`src/rtl/hit_mult_trig.sv`:
```
module hit_mult_trig #(
  parameter int NCH = 32,
  parameter int DW  = 3,
  parameter int WW  = 3,
  parameter int PW  = 4,
  parameter int CW  = 3
) (
  input  logic              clk,
  input  logic              rst_n,
  input  logic [NCH-1:0]    hit_in,
  input  logic [NCH*DW-1:0] cfg_dly,
  input  logic [NCH*WW-1:0] cfg_wid,
  input  logic [CW-1:0]     cfg_thr,
  input  logic [PW-1:0]     cfg_l0_wid,
  input  logic [PW-1:0]     cfg_hold_wid,
  output logic              l0_out,
  output logic              hold_out,
  output logic              busy_out,
  output logic [CW-1:0]     mon_clu
);
  localparam int TAPS = (1 << DW) - 1;
  localparam int CMAX = (1 << CW) - 1;
  localparam int SW   = $clog2(NCH + 1);

  logic [NCH-1:0]  hit_q, tap, tap_d, str, starts;
  logic [TAPS-1:0] sreg [NCH];
  logic [WW-1:0]   scnt [NCH];
  logic [SW-1:0]   nsum;
  logic [CW-1:0]   clu_next, eff_thr;
  logic [PW-1:0]   l0_cnt, hold_cnt;
  logic            fire;

  always_comb begin
    for (int i = 0; i < NCH; i++) begin
      if (cfg_dly[i*DW +: DW] == '0) tap[i] = hit_q[i];
      else                           tap[i] = sreg[i][cfg_dly[i*DW +: DW] - 1'b1];
      str[i] = (scnt[i] != '0);
    end
  end

  always_ff @(posedge clk or negedge rst_n) begin
    if (!rst_n) begin
      hit_q <= '0;
      tap_d <= '0;
      for (int i = 0; i < NCH; i++) begin
        sreg[i] <= '0;
        scnt[i] <= '0;
      end
    end else begin
      hit_q <= hit_in;
      tap_d <= tap;
      for (int i = 0; i < NCH; i++) begin
        sreg[i] <= (sreg[i] << 1) | TAPS'(hit_q[i]);
        if (tap[i] && !tap_d[i])
          scnt[i] <= (cfg_wid[i*WW +: WW] < WW'(2)) ? WW'(2) : cfg_wid[i*WW +: WW];
        else if (scnt[i] != '0)
          scnt[i] <= scnt[i] - 1'b1;
      end
    end
  end

  assign starts = str & ~{str[NCH-2:0], 1'b0};

  always_comb begin
    nsum = '0;
    for (int i = 0; i < NCH; i++) nsum = nsum + SW'(starts[i]);
  end

  assign clu_next = (nsum > SW'(CMAX)) ? CW'(CMAX) : nsum[CW-1:0];
  assign eff_thr  = (cfg_thr == '0) ? CW'(2) : cfg_thr;
  assign fire     = (clu_next >= eff_thr) && !busy_out;

  always_ff @(posedge clk or negedge rst_n) begin
    if (!rst_n) begin
      mon_clu  <= '0;
      l0_cnt   <= '0;
      hold_cnt <= '0;
    end else begin
      mon_clu <= clu_next;
      if (fire) begin
        l0_cnt   <= (cfg_l0_wid == '0)   ? PW'(1) : cfg_l0_wid;
        hold_cnt <= (cfg_hold_wid == '0) ? PW'(1) : cfg_hold_wid;
      end else begin
        if (l0_cnt != '0)   l0_cnt   <= l0_cnt - 1'b1;
        if (hold_cnt != '0) hold_cnt <= hold_cnt - 1'b1;
      end
    end
  end

  assign l0_out   = (l0_cnt != '0);
  assign hold_out = (hold_cnt != '0);
  assign busy_out = l0_out | hold_out;

  for (genvar g = 0; g < NCH; g++) begin : g_chk
    AST_STRETCH_MIN: assert property (@(posedge clk) disable iff (!rst_n)
      $rose(str[g]) |=> str[g]);
  end

  AST_CLU_IDLE: assert property (@(posedge clk) disable iff (!rst_n)
    (str == '0) |=> (mon_clu == '0));
  AST_THR_MET: assert property (@(posedge clk) disable iff (!rst_n)
    $rose(l0_out) |-> (mon_clu >= $past(eff_thr)));
  AST_PAIR_START: assert property (@(posedge clk) disable iff (!rst_n)
    $rose(l0_out) |-> $rose(hold_out));
  AST_IDLE_START: assert property (@(posedge clk) disable iff (!rst_n)
    $rose(l0_out) |-> !$past(busy_out));
endmodule

```
`config.mk`:
```
export PLATFORM = sky130hd
export DESIGN_NAME = hit_mult_trig
export DESIGN_NICKNAME = d
export VERILOG_FILES = /design/src/rtl/hit_mult_trig.sv
export SDC_FILE = /design/constraint.sdc
export NUM_CORES = 1
export LEC_CHECK = 0
export ABC_AREA = 1
export BUFFER_PORTS_ARGS = -buffer_cell sky130_fd_sc_hd__buf_4
export CAP_MARGIN = 10
export CORE_ASPECT_RATIO = 1.4
export CORE_MARGIN = 2
export CORE_UTILIZATION = 35
export DETAILED_ROUTE_END_ITERATION = 10
export PLACE_DENSITY = 0.51
export SYNTH_ARGS = -nofsm -noshare
export SYNTH_HDL_FRONTEND = slang
export SYNTH_SLANG_ARGS = --single-unit
```
`constraint.sdc`:
```
create_clock -name clk -period 5.8 [get_ports clk]
set_input_delay 1.16 -clock clk [delete_from_list [all_inputs] [get_ports clk]]
set_output_delay 1.16 -clock clk [all_outputs]
set_load 0.05 [all_outputs]
```
==> results list <==
* Share of flip-flops with an asynchronous set or reset after synthesis: 1.00
- Entering global routing, the biggest net connects 115 pins.
- Diodes inserted: 0
- Initial cell density of the core: 0.355
- Derived from the worst setup path, the maximum achievable clock frequency is around 160 MHz.
* Routing layer with the top usage in global route: met2
- Number of nets with antenna violations after detailed routing: 0
- For met3 alone, demand over resource in global routing was 0.0274.
- Among all flip-flop cells after synthesis, the most frequent one is sky130_fd_sc_hd__dfrtp_1.
* Warnings from Yosys: 0
* Max-slew violations: 0
- Across the run, the number of max-cap violations was 0.
* Count of buffers inserted at the top-level ports: 242
- Averaged over all synthesized cells, the footprint is 9.05 sq um.
- Power Dens Cells: about 640 nW/um^2
- Total CTS buffers: 44
- FF+latch count, synth: 395
- Post-Route Skew: 0.0101 ns
* Residual overflow from global routing: 0
* Chip Width: between 200 and 250 microns
- Of the available clock period, the critical path in the final layout requires 1.07.
- Total routing resource utilization after global routing: 0.152
* Finished Cell Area: 25000 sq um
* Violations in the final reports: negative setup slack
- In this run the critical register-to-register path is launched from scnt[57].
- Synth top area share: 0.502
- Worst Path Max Fanout: 6
- Summing all placed instances gives a cell area of 23400 sq um.
- Placeable core area: 55500 sq um
- Yosys mapped the design onto 32 distinct sky130hd cell types.
* Global-route track usage on met2: 0.278
- Number of clock sinks seen by CTS: 395
- Number of synthesized flops with an enable pin: 0
* Area growth syn-to-layout: 27.1%
- Net count reported at finish: between 2000 and 3000
* CP peak stage delay: 0.58 ns
- After detailed placement, the design holds a cell count of 3258.
* Number of antenna violations at the first check in global routing: 0
- Min Hold Slack: 0.364 ns
- For this block, the initial DRC count from the detailed router was 432.
* Critical Path AT: around 6.6 ns
- The via count of the first global-routing pass was 15248.
- Via count of the routed design: 14657
* Post-route core utilization: 0.451
- Vias per Instance: about 4.4
* Status: finished, violations left
- Clock-pin slew was measured on the worst setup and hold paths at about 0.060 ns.
* Post-Synthesis Cell Area: 19700 sq um
- After layout, the worst setup slack is -0.385 ns.
- In this run the tightest slew margin relative to its limit is 0.389.
- The HPWL after detailed placement is 32.6 mm.
- Setup repair after global routing could not meet its margin everywhere.
* Global routing usage on met1: 0.181
* Number of standard cells in the final layout excluding fillers: 3342
* Endpoint required time on the critical path: 6.23 ns
* Level count of the clock H-tree: 2
- CP top delay family: adder cells
- After detailed routing, the number of remaining DRC violations is 0.
- The longest clock path from root to sink contains 3 buffers.
* Wire length per cell: 12.8 microns
- Routability-driven placement finished with a final weighted congestion of just over 0.8.
- Slew @ Worst Pin: between 0.9 and 1 ns
- Total nets after synthesis: 2579
- The worst setup path is launched from a register.
- By instance count, the leading cell after synthesis is sky130_fd_sc_hd__nand2_1.
- Kind of capture point of the worst setup path: register
- The first global-routing pass estimated slightly above 70 mm of wire.
* Synth area leaders: sky130_fd_sc_hd__dfrtp_1, sky130_fd_sc_hd__nand2_1, sky130_fd_sc_hd__ha_1, sky130_fd_sc_hd__inv_1, sky130_fd_sc_hd__nand3_1
- 243 I/O pins were placed.
- Number of buffers and inverters on the critical path: 9
- The hold violation total from the final report is 0.
* Startpoint of the most critical hold path: sreg[75]
* Cell type contributing the most total cell area after synthesis: sky130_fd_sc_hd__dfrtp_1
- The floorplan has 102 rows.
* Drt first pass iters: 5
- The smallest clock period supported by the final layout is computed as 6.19 ns.
* Leading cell types by count after synthesis: sky130_fd_sc_hd__nand2_1, sky130_fd_sc_hd__dfrtp_1, sky130_fd_sc_hd__inv_1
- TritonCTS built the clock tree.
* Number of endpoints failing setup at the final stage: 8
- At the later pin of the worst-skew pair, clock insertion delay measures 0.55 ns.
- Share of synthesized area occupied by flip-flops and latches: 0.502
- Share of layout cells above drive strength 1: 0.250
- For this block, the routed nets add up to 42.7 mm of wire.
* Cell repeated most along the worst path: sky130_fd_sc_hd__inv_2
- Across the VDD grid, the largest voltage drop is around 1.3 mV.
- In this run the worst setup path begins at scnt[57].
* Clk root buf: sky130_fd_sc_hd__clkbuf_16
* Critical path class: register to register
- Hold Path Class: register to register
- The analysis attributes to cell leakage a power of 13.4 nW.
* Height of the die: 285 microns
- Power comes to 0.0159 W.
- Die area: 58200 sq um
* Number of instances in the synthesized netlist: roughly 2200
* Worst-path cell with the longest stage delay: sky130_fd_sc_hd__fa_2
through the flow:
stage	TNS, ns	worst slack [ns]
4_1_cts	-2.10	-0.347
3_3_place_gp	-2.55	-0.419
3_5_place_dp	-3.82	-0.590
5_1_grt	-4.86	-0.656
2_1_floorplan	0	0.00509
6_report	-2.73	-0.385
cell families after synthesis:
| group | share of synthesized area |
|---|---|
| DFF | 0.502 |
| AOI/OAI and AO/OA | 0.0670 |
| adders and majority gates | 0.114 |
| and+or+nand+nor | 0.202 |
| xor gates and xnor gates | 0.0306 |
| buffers and inverters | 0.0845 |
flip-flops by register name (all words and copies together), names as in the netlist:
register / flops
mon_clu: 3
hold_cnt: 4
tap_d: 32
hit_q: 32
sreg: 224
scnt: 96
l0_cnt: 4
final timing paths:
path / to / slack (ns) / cells after the start
min: sreg[76] / 0.36 / 0
max: hold_cnt[0] / -0.39 / 32
max in group asynchronous: sreg[62] / 3.92 / 2
max reg2reg: hold_cnt[0] / -0.39 / 32
min reg2reg: sreg[76] / 0.36 / 0
min in group asynchronous: sreg[202] / 0.68 / 1
timing repair:
item,4_1_cts,5_1_grt
buffers inserted,9,7
cloned,0,0
hold buffers,0,0
resized for setup,44,27
setup endpoints to repair,8,8
pin swaps,33,27
final cells by class:
class                           instances  area (sq um)
Fill cell                            5425         30500
Multi-Input combinational cell       1338          8410
Clock buffer                           61          1280
Sequential cell                       395          9880
Timing Repair Buffer                  371          2830
Tap cell                              728           911
Clock inverter                          8          70.1
Inverter                              441          1660
cell usage in the layout (no fill, tap or decap), drive strengths merged:
master    synthesis  final
dfrtp           395    395
nand3b           22     22
o22ai             1      1
ha              143    143
o21a              3      3
clkinvlp          0      2
nand2           568    568
nand4             1      1
nor2             37     37
nor4              2      2
buf               1    371
o211ai            5      5
nand3           207    207
or2              36     36
fa               23     23
o221ai            1      1
a21oi            39     39
clkinv            0      5
o21ai           179    179
bufinv            0      1
xor2             50     50
inv             441    441
clkbuf            1     61
nor3              3      3
xnor2            18     18
power breakdown:
part / switching, W / internal [W] / leakage, nW / total [W]
logic: 0.00488 / 0.00479 / 8.17 / 0.00967
registers: 0.000251 / 0.00333 / 4.61 / 0.00358
clock network: 0.00110 / 0.00156 / 0.661 / 0.00266
routing by layer:
layer,vias to the layer above,part of all wire
li1,7564,-
met1,6800,0.42
met2,232,0.52
met3,61,0.044
met4,0,0.021
met5,-,0
Note: power is estimated with default switching activity, not from simulation.
